File: config.mk
export PLATFORM = sky130hd
export DESIGN_NAME = cmp_trap_unit
export DESIGN_NICKNAME = d
export VERILOG_FILES = /design/src/rtl/cmp_trap_pkg.sv /design/src/rtl/cmp_opsel.sv /design/src/rtl/cmp_relations.sv /design/src/rtl/cmp_trap_eval.sv /design/src/rtl/cmp_trap_unit.sv
export SDC_FILE = /design/constraint.sdc
export NUM_CORES = 1
export LEC_CHECK = 0
export ABC_AREA = 0
export BUFFER_PORTS_ARGS = -buffer_cell sky130_fd_sc_hd__buf_2
export CAP_MARGIN = 20
export CORE_MARGIN = 5
export CORE_UTILIZATION = 40
export DETAILED_ROUTE_END_ITERATION = 10
export PLACE_DENSITY = 0.81
export SETUP_SLACK_MARGIN = 0.15
export SYNTH_ARGS = -nofsm -noshare
export SYNTH_HDL_FRONTEND = slang
export SYNTH_SLANG_ARGS = --single-unit
export TNS_END_PERCENT = 20
File: constraint.sdc
create_clock -name clk -period 5.49 [get_ports clk]
set_clock_uncertainty 0.05 [all_clocks]
set_input_delay 0.2745 -clock clk [delete_from_list [all_inputs] [get_ports clk]]
set_output_delay 0.2745 -clock clk [all_outputs]
set_load 0.05 [all_outputs]
File: src/rtl/cmp_trap_pkg.sv
package cmp_trap_pkg;

    localparam int TMASK_W = 5;
    localparam int CC_W    = 4;

    // mask bit positions; the relation struct below uses the same order
    localparam int TB_SLT = 4;
    localparam int TB_SGT = 3;
    localparam int TB_EQ  = 2;
    localparam int TB_ULT = 1;
    localparam int TB_UGT = 0;

    typedef enum logic [CC_W-1:0] {
        CC_NONE = 4'b0000,
        CC_LT   = 4'b1000,
        CC_GT   = 4'b0100,
        CC_EQ   = 4'b0010
    } cc_e;

    // packed MSB first: slt is bit 4 ... ugt is bit 0
    typedef struct packed {
        logic slt;
        logic sgt;
        logic eq;
        logic ult;
        logic ugt;
    } rel_t;

    typedef struct packed {
        cc_e  cc;
        logic cc_vld;
        logic trap;
    } ctu_state_t;

endpackage

File: src/rtl/cmp_opsel.sv
module cmp_opsel #(
    parameter int DATA_W = 32,
    parameter int IMM_W  = 16
) (
    input  logic [DATA_W-1:0] reg_b,
    input  logic [IMM_W-1:0]  imm,
    input  logic              use_imm,
    input  logic              sext,
    output logic [DATA_W-1:0] rhs
);
    localparam int EXT_W = DATA_W - IMM_W;

    logic [DATA_W-1:0] imm_wide;

    generate
        if (EXT_W > 0) begin : g_extend
            logic fill;
            assign fill     = sext & imm[IMM_W-1];
            assign imm_wide = {{EXT_W{fill}}, imm};
        end else begin : g_trunc
            assign imm_wide = imm[DATA_W-1:0];
        end
    endgenerate

    assign rhs = use_imm ? imm_wide : reg_b;

endmodule

File: src/rtl/cmp_relations.sv
module cmp_relations
    import cmp_trap_pkg::*;
#(
    parameter int DATA_W = 32
) (
    input  logic [DATA_W-1:0] lhs,
    input  logic [DATA_W-1:0] rhs,
    output rel_t              rel
);
    logic eq_w;
    logic ult_w;
    logic slt_w;

    always_comb begin
        eq_w    = (lhs == rhs);
        ult_w   = (lhs < rhs);
        slt_w   = ($signed(lhs) < $signed(rhs));
        rel.eq  = eq_w;
        rel.ult = ult_w;
        rel.ugt = !ult_w && !eq_w;
        rel.slt = slt_w;
        rel.sgt = !slt_w && !eq_w;
    end

endmodule

File: src/rtl/cmp_trap_eval.sv
module cmp_trap_eval
    import cmp_trap_pkg::*;
(
    input  logic [TMASK_W-1:0] mask,
    input  rel_t               rel,
    output logic               hit
);
    logic [TMASK_W-1:0] rel_v;
    logic [TMASK_W-1:0] sel;

    assign rel_v = rel;

    generate
        for (genvar i = 0; i < TMASK_W; i++) begin : g_sel
            assign sel[i] = mask[i] & rel_v[i];
        end
    endgenerate

    assign hit = |sel;

endmodule

File: src/rtl/cmp_trap_unit.sv
module cmp_trap_unit
    import cmp_trap_pkg::*;
#(
    parameter int DATA_W = 32,
    parameter int IMM_W  = 16
) (
    input  logic               clk,
    input  logic               rst_n,
    input  logic               valid_i,
    input  logic [DATA_W-1:0]  op_a_i,
    input  logic [DATA_W-1:0]  op_b_i,
    input  logic [IMM_W-1:0]   imm_i,
    input  logic               use_imm_i,
    input  logic               signed_i,
    input  logic               trap_mode_i,
    input  logic [TMASK_W-1:0] tmask_i,
    output logic [CC_W-1:0]    cc_o,
    output logic               cc_valid_o,
    output logic               trap_o
);
    logic [DATA_W-1:0] rhs;
    logic              imm_sext;
    rel_t              rel;
    logic              hit;
    ctu_state_t        st_d;
    ctu_state_t        st_q;

    // a trap immediate is always sign-extended; a compare follows the signedness select
    assign imm_sext = trap_mode_i | signed_i;

    cmp_opsel #(.DATA_W(DATA_W), .IMM_W(IMM_W)) u_opsel (
        .reg_b   (op_b_i),
        .imm     (imm_i),
        .use_imm (use_imm_i),
        .sext    (imm_sext),
        .rhs     (rhs)
    );

    cmp_relations #(.DATA_W(DATA_W)) u_rel (
        .lhs (op_a_i),
        .rhs (rhs),
        .rel (rel)
    );

    cmp_trap_eval u_eval (
        .mask (tmask_i),
        .rel  (rel),
        .hit  (hit)
    );

    always_comb begin
        st_d        = st_q;
        st_d.cc_vld = 1'b0;
        st_d.trap   = 1'b0;
        if (valid_i) begin
            if (trap_mode_i) begin
                st_d.trap = hit;
            end else begin
                st_d.cc_vld = 1'b1;
                if (rel.eq)
                    st_d.cc = CC_EQ;
                else if (signed_i ? rel.slt : rel.ult)
                    st_d.cc = CC_LT;
                else
                    st_d.cc = CC_GT;
            end
        end
    end

    always_ff @(posedge clk) begin
        if (!rst_n) begin
            st_q <= '{cc: CC_NONE, cc_vld: 1'b0, trap: 1'b0};
        end else begin
            st_q <= st_d;
        end
    end

    assign cc_o       = st_q.cc;
    assign cc_valid_o = st_q.cc_vld;
    assign trap_o     = st_q.trap;

    // a freshly written code is one of the three legal one-hot values
    p_cc_code_r2: assert property (@(posedge clk) disable iff (!rst_n)
        cc_valid_o |-> (cc_o == CC_LT || cc_o == CC_GT || cc_o == CC_EQ));

    // a trap request only follows a trap strobe
    p_trap_source_r9: assert property (@(posedge clk) disable iff (!rst_n)
        trap_o |-> $past(valid_i && trap_mode_i));

    // a trap strobe never produces a code-valid pulse
    p_trap_no_cc_r9: assert property (@(posedge clk) disable iff (!rst_n)
        (valid_i && trap_mode_i) |=> !cc_valid_o);

    // an empty mask never traps
    p_zero_mask_r8: assert property (@(posedge clk) disable iff (!rst_n)
        (valid_i && trap_mode_i && tmask_i == '0) |=> !trap_o);

    // a full mask always traps
    p_full_mask_r8: assert property (@(posedge clk) disable iff (!rst_n)
        (valid_i && trap_mode_i && tmask_i == '1) |=> trap_o);

    // an equal pair with the equal bit selected traps
    p_eq_trap_r6: assert property (@(posedge clk) disable iff (!rst_n)
        (valid_i && trap_mode_i && tmask_i[TB_EQ] && op_a_i == rhs) |=> trap_o);

    // the code is held unless a compare was strobed
    p_cc_hold_r10: assert property (@(posedge clk) disable iff (!rst_n)
        !(valid_i && !trap_mode_i) |=> $stable(cc_o));

endmodule

== Yosys cells after proc, flatten, opt, wreduce, memory -nomap -nowiden ==
Index checks and enable logic that the tools add are counted.
Widths: inputs -> output; s select.

* Order comparisons: 2
* Equal/unequal tests: 1
* Muxes and demuxes: 5
* Bitwise gates (word level): 8
* Reductions and logical operators: 9

{| class="wikitable"
|+ Operator list
! kind !! number
|-
| $lt 32x32->1 || 2
|-
| $eq 32x32->1 || 1
|-
| $mux 32 || 1
|-
| $mux 4 || 2
|-
| $and 1x1->1 || 6
|-
| $reduce_or 5->1 || 1
|-
| $reduce_and 2->1 || 2
|-
| $logic_not 1->1 || 3
|-
| $reduce_and 3->1 || 1
|-
| $logic_and 1x1->1 || 2
|-
| $mux 1 || 2
|-
| $not 1->1 || 1
|-
| $or 1x1->1 || 1
|}

* Register bits after elaboration: 6
* Input bits: 91
* Output and inout port bits: 6
* Logic and storage cells: 28

== Depth between registers and ports, before layout ==
Gate-level depths: netlist (run 1).

* Depth in word-level cells: 8
* Gate-level depth with buffers: 12
* Mapped depth without buffers: 11

== Modules after synthesis ==
A second synthesis (run 1) with hierarchy kept.

* Cell total of the unflattened synthesis: 200
* Area total of the unflattened synthesis: 1542.7 sq um

{| class="wikitable"
|+ By module, submodules not included
! module !! times used !! cells each !! area each (sq um) !! seq. area each (sq um)
|-
| cmp_relations || 1 || 122 || 882.1 || 0.0
|-
| cmp_opsel || 1 || 54 || 429.2 || 0.0
|-
| cmp_trap_unit || 1 || 21 || 210.2 || 100.1
|-
| cmp_trap_eval || 1 || 3 || 21.3 || 0.0
|}

== Worst setup path before layout (run 1) ==
Ideal clock, no wire load.

* Path type: input port to flip-flop
* From: input use_imm_i
* To: register st_q (netlist bit cc_o[3])
* Setup time: 88 ps
* Arrival: 2804 ps
* Required time: 5352 ps
* Path slack: 2548 ps
* Stages on the path: 11
* Path buffers: 2
* Cells stage by stage: clkbuf_1 > buf_1 > mux2i_1 > ha_1 > a21o_1 > a221o_1 > a221oi_2 > nor2_1 > nor3_2 > xnor2_1 > o32ai_2

* Word-level cells in the longest chain between the ends: 5
* Elaborated cells between the ends (all ways): 7
* Those cells by class: 2 x order compare; 1 x eq/ne; 4 x mux

{| class="wikitable"
|+ Ends and longest elaborated chain
! what !! line !! source
|-
| start, declared || cmp_trap_unit.sv:13 || <nowiki>input logic use_imm_i,</nowiki>
|-
| $mux 32 * || cmp_opsel.sv:25 || <nowiki>assign rhs = use_imm ? imm_wide : reg_b;</nowiki>
|-
| $lt 32x32->1 (on tied branches) || cmp_relations.sv:16, cmp_relations.sv:17 ||
|-
| $mux 1 || cmp_trap_unit.sv:62 || <nowiki>else if (signed_i ? rel.slt : rel.ult)</nowiki>
|-
| $mux 4 || cmp_trap_unit.sv:62 ||
|-
| $mux 4 * || cmp_trap_unit.sv:60 || <nowiki>if (rel.eq)</nowiki>
|-
| end signal, assigned || cmp_trap_unit.sv:72 || <nowiki>st_q <= '{cc: CC_NONE, cc_vld: 1'b0, trap: 1'b0};</nowiki>
|-
| end signal, assigned || cmp_trap_unit.sv:74 || <nowiki>st_q <= st_d;</nowiki>
|-
| end, declared || cmp_trap_unit.sv:26 || <nowiki>ctu_state_t st_q;</nowiki>
|}

Every way passes the cells marked *; elsewhere a longest branch is shown, timed or not.
A chain may end at the register's enable or synchronous reset.

== Final worst setup path (run 1) ==
Ends and elaborated chain as after synthesis.

==> results of run 1 <==
-- metrics by stage --
step                cell area, µm²  cells  utilization [%]
floorplan                     1270    149                -
finish                        1800    286             58.9
CTS                           1800    286             58.9
global placement              1770    282             58.0
detailed placement            1770    282             58.0
global route                  1800    286             58.9
-- synthesized netlist by cell type, types with 3 or more instances --
cell,instances
a21o_1,3
a21oi_1,8
a221o_1,3
clkbuf_1,4
dfxtp_1,5
ha_1,32
inv_1,5
mux2i_1,17
nand2_1,8
nand3_1,4
nand4_1,6
nor2_1,5
nor2b_1,3
o21ai_0,18
-- registers in the layout (all words and copies together), names as in the netlist --
register    flops
cc_o            3
cc_valid_o      1
trap_o          1
-- worst reg2reg max path: stages (launching register included) --
cell	delay, ns
dfxtp_1	0.32
nand2_1	0.08
o32ai_2	0.13
-- path summary, 6_finish.rpt --
check / startpoint / endpoint / cells after the start
max reg2reg: cc_o[3]$_SDFFE_PN0P_ / cc_o[3]$_SDFFE_PN0P_ / 2
max: use_imm_i / cc_o[3]$_SDFFE_PN0P_ / 11
min: rst_n / cc_o[1]$_SDFFE_PN0P_ / 2
min reg2reg: cc_o[2]$_SDFFE_PN0P_ / cc_o[2]$_SDFFE_PN0P_ / 2
-- layout make-up --
type | instances | share of cell area, %
clock buffers | 4 | 1.46
inverters | 5 | 1.04
multi-input cells | 133 | 62.4
flip-flops and latches | 5 | 5.57
well taps | 44 | 3.06
repair buffers | 95 | 26.5
-- power by group through the flow --
| stage | Clock, mW | Combinational [mW] | Sequential (mW) |
|---|---|---|---|
| after global placement | 0 | 0.138 | 0.0400 |
| after detailed placement | 0 | 0.141 | 0.0400 |
| after global routing | 0.0481 | 0.159 | 0.0396 |
| final | 0.0418 | 0.140 | 0.0393 |
| after floorplan | 0 | 0.0829 | 0.0476 |
| after CTS | 0.0434 | 0.142 | 0.0394 |
-- layer usage --
layer	up-vias	wire [µm]	track usage (%)
met5	-	0	0
met4	0	13	2.79
met3	2	467	5.61
met2	73	1760	31.0
met1	650	1380	16.4
li1	765	-	-
-- logic make-up after synthesis --
logic type	after synthesis
AND/OR/NAND/NOR	35
AO/OA/AOI/OAI	46
other	1
buffers and inverters	11
adder cells (fa/ha/maj)	32
XOR/XNOR	1
flip-flops	5
multiplexers	18
==> impl_metrics.yaml, run 1 <==
run_status:
  status: "finished, final reports clean"
layout:
  drive_gt1_share_pct: 44.6
  multiInputGateArea_mm2: 0.00112
  seq_area_um2: 100
  area_delta_synth_final_pct: 41.9
  mostFrequentLayoutCell: "buf_2"
  antennaDiodeCount: 0
  final_cell_mix: "95 x buf_2, 32 x ha_1, 18 x o21ai_0"
  nFillCells: 312
  nNetsFinal: 366
clocking:
  ctsHoldBuffers: 0
  cts_resized: 0
  clkSinkCount: 5
  cts_tree: "done"
  cts_inserted_buffers: 3
  cts.clk_slew.worst_paths_ns: 0.04
  cts_root_buffer: "clkbuf_4"
  htreeDepth: 1
  clk_path_buf_depth: 2
  postCtsSetupBuffers: 0
  clkLatencyLatePin_ns: 0.24
place:
  routabilityCongestion: 0.824
  hpwl_um: 3240
  numPortBuffers: 95
  post-place-ws_ns: 2.11
critical_path:
  worstPathArrival_ns: 3.19
  critPathCaptureType: "register"
  cp_slowest_cell: "buf_2"
  critical-path-max-stage-delay_ns: 0.53
  worst-path-buf-inv: 1
  path_delay_family: "compound AO/OA/AOI/OAI gates"
  reg2reg_slack_ns: 4.82
  cp-start-kind: "input pin"
  crit_required_ns: 5.59
  crit_fanout: 33
  worstSetupPathType: "in2reg"
  path_cells: "buf_2, nand2_1, o21ai_0, ha_1, a41oi_1, o21ai_1, a211oi_1, o211ai_1, nor3_2, xnor2_1, o32ai_2"
power_and_ir_drop:
  ir_drop_mv: 0.0625
  p_per_area_mw_per_mm2: 123
  p_clk_share_pct: 18.9
  swShare_pct: 39.1
  p_int_mw: 0.135
  p_switching_mw: 0.0864
  power_mw: 0.221
  leakagePower_nw: 0.996
  pwr-share-comb_pct: 63.3
  p_seq_share_pct: 17.8
grt:
  grt_pass1_vias: 1478
  grt_usage_pct: 16.0
  antenna_found_initial: 0
  grt_pass1_wl_um: 5710
  grt_max_degree: 34
  grt_overflow_total: 0
min_path:
  hp-class: "in2reg"
yosys:
  ys_types: 38
  async_flop_share_pct: 0
  synthSimpleGateAreaFrac_pct: 17.1
  avgSynthCellArea_um2: 8.50
  netlist_area_mm2: 0.00127
  synth_xor_area_share_pct: 0.692
  synth_edf_count: 0
  synth-compound-area-share_pct: 24.5
  synthFlopType: "dfxtp_1"
  synth.area.mux_share_pct: 14.3
  syn_nets: 272
  synth_top_family_by_area: "adder cells"
  yosys_warnings: 0
  synthAdderAreaFrac_pct: 31.6
  yosys.area.top_type: "ha_1"
  synth_top_area_share_pct: 31.6
  ys_seq_elements: 5
  ys_top_cells_by_area: "ha_1 32%, mux2i_1 13%, dfxtp_1 7.9%, o21ai_0 7.1%, a21oi_1 3.2%"
  ys_seq_area_share_pct: 7.91
  synthCells: 149
floorplan:
  die_y_um: 66.3
  io_pins: 97
  fp.coreArea_mm2: 0.00305
  fp.dieW_um: 66.3
  dieArea_mm2: 0.00439
  rows: 20
  start_util_pct: 41.5
routing:
  routed_wl_um: 3620
  drtIter0Drc: 18
  ant_nets: 0
  first_pass_iters: 4
  via_per_inst: 5.21
  routedWlPerCell_um: 12.7
  remaining_drc_errors: 0
  vias: 1490
sta:
  final_max_slew_viol_count: 0
  fmax_ghz: 0.324
  setup_viol: 0
  fin_crit_ns: 3.09
  worst_pin_slew_ns: 0.685
  relSlewSlack_pct: 54.3
  holdWs_ns: 0.263
  final.setup.tns_ns: 0
  finalCritPeriodShare_pct: 56.2
  fin_ws_ns: 2.40
  hold_viol_final: 0
  rsz0062_at_grt: "no"
job:
  max_cap_viol_count: 0
Note: power is estimated with default switching activity, not from simulation.
==> run 2: changes to the inputs <==
==> constraint.sdc (replaced) <==
create_clock -name clk -period 2.95 [get_ports clk]
set_clock_uncertainty 0.05 [all_clocks]
set_input_delay 0.1475 -clock clk [delete_from_list [all_inputs] [get_ports clk]]
set_output_delay 0.1475 -clock clk [all_outputs]
set_load 0.05 [all_outputs]
==> impl_metrics.yaml, run 2 (synthesis results as in run 1) <==
power_and_ir_drop:
  leakagePower_nw: 1.01
  swShare_pct: 38.7
  p_seq_share_pct: 17.7
  ir_drop_mv: 0.145
  p_int_mw: 0.253
  p_per_area_mw_per_mm2: 226
  p_clk_share_pct: 19.4
  pwr-share-comb_pct: 62.9
  p_switching_mw: 0.160
clocking:
  clkSinkCount: 5
  clk_path_buf_depth: 2
  cts_tree: "done"
  cts_inserted_buffers: 3
  cts_root_buffer: "clkbuf_4"
  cts.clk_slew.worst_paths_ns: 0.05
  ctsHoldBuffers: 0
  clkLatencyLatePin_ns: 0.24
  htreeDepth: 1
place:
  numPortBuffers: 95
  routabilityCongestion: 0.776
  post-place-ws_ns: 0.0775
  hpwl_um: 3170
sta:
  final.setup.tns_ns: 0
  rsz0062_at_grt: "no"
  finalCritPeriodShare_pct: 83.4
  fin_ws_ns: 0.490
  hold_viol_final: 0
  final_max_slew_viol_count: 0
  setup_viol: 0
  fin_crit_ns: 2.46
  fmax_ghz: 0.407
floorplan:
  fp.dieW_um: 66.3
  dieArea_mm2: 0.00439
  rows: 20
  io_pins: 97
  fp.coreArea_mm2: 0.00305
  die_y_um: 66.3
  start_util_pct: 41.5
critical_path:
  cp-start-kind: "input pin"
  worstSetupPathType: "in2reg"
  crit_fanout: 18
  worstReg2RegEnd: "cc_o[3]$_SDFFE_PN0P_"
  reg2reg_slack_ns: 2.32
  rr_worst_depth: 2
  crit_required_ns: 3.06
  reg2reg_from: "cc_o[3]$_SDFFE_PN0P_"
  critical_path.startpoint: "use_imm_i"
  worstPathArrival_ns: 2.57
  critPathCaptureType: "register"
grt:
  antenna_found_initial: 0
  grt_usage_pct: 15.8
  use_met2_pct: 31.4
  grt_pass1_vias: 1503
  grt_use_met1_pct: 16.7
  met3_usage_pct: 4.08
  grt_max_degree: 19
  busiest_layer: "met2"
  grt_overflow_total: 0
  grt_pass1_wl_um: 5660
routing:
  via_per_inst: 5.13
  routed_wl_um: 3480
  ant_nets: 0
  vias: 1478
  remaining_drc_errors: 0
  drtIter0Drc: 25
  routedWlPerCell_um: 12.1
  first_pass_iters: 4
layout:
  drive_gt1_share_pct: 45.5
  largest_reg_flops: 3
  area_delta_synth_final_pct: 44.3
  fin_util_pct: 59.8
  final_cell_mix: "95 x buf_2, 32 x ha_1, 18 x o21ai_0"
  nFillCells: 289
  antennaDiodeCount: 0
  nNetsFinal: 368
  mostFrequentLayoutCell: "buf_2"
min_path:
  min-delay-start: "rst_n"
  hold_end: "cc_o[1]$_SDFFE_PN0P_"
  hp-class: "in2reg"
  hold_path_depth: 2
run_status:
  status: "finished, final reports clean"
job:
  max_cap_viol_count: 0
-- run 2: how the worst max path moves through the flow --
stage | to | cells past startpoint
after floorplan | cc_o[3]$_SDFFE_PN0P_ | 11
after global placement | cc_o[3]$_SDFFE_PN0P_ | 11
after detailed placement | cc_o[3]$_SDFFE_PN0P_ | 11
after CTS | cc_o[3]$_SDFFE_PN0P_ | 11
after global routing | cc_o[3]$_SDFFE_PN0P_ | 11
final | cc_o[3]$_SDFFE_PN0P_ | 11
-- run 2: layout make-up --
type,instances,area [µm²],area share (%)
Multi-Input combinational cell,133,1120,61.5
Inverter,5,18.8,1.03
Clock buffer,4,26.3,1.44
Timing Repair Buffer,97,503,27.5
Sequential cell,5,100,5.48
Tap cell,44,55.1,3.01
-- run 2: power groups by stage --
stage | clock (mW) | combinational (mW) | sequential, mW
final | 0.0801 | 0.260 | 0.0731
after CTS | 0.0836 | 0.264 | 0.0732
after global routing | 0.0898 | 0.296 | 0.0737
after detailed placement | 0 | 0.263 | 0.0744
after floorplan | 0 | 0.154 | 0.0886
after global placement | 0 | 0.259 | 0.0744
-- run 2: critical path: stages --
cell and delay [ns]:
buf_2 0.26, buf_12 0.21, mux2i_1 0.20, ha_1 0.26
a21o_1 0.16, a221o_1 0.33, a221oi_2 0.28, nor2_1 0.10
nor3_2 0.24, xnor2_1 0.13, o32ai_2 0.24
-- run 2: timing repair --
action / in CTS / in global routing
buffers inserted: 0 / 0
endpoints found under the hold margin: 0 / 0
endpoints found under the setup margin: 0 / 3
gates resized for setup: 0 / 1
-- run 2: stage by stage --
stage	hold slack (ns)	power, mW	cells	instance area, µm²
after floorplan	0.226	0.243	149	1270
after global placement	0.383	0.334	284	1800
after detailed placement	0.375	0.337	284	1800
after CTS	0.126	0.421	288	1820
after global routing	0.149	0.460	288	1830
final	0.131	0.413	288	1830
-- run 2: routing by layer --
layer	up-vias	wire length, µm
met4	0	0
li1	772	-
met1	641	1450
met5	-	0
met2	65	1660
met3	0	369
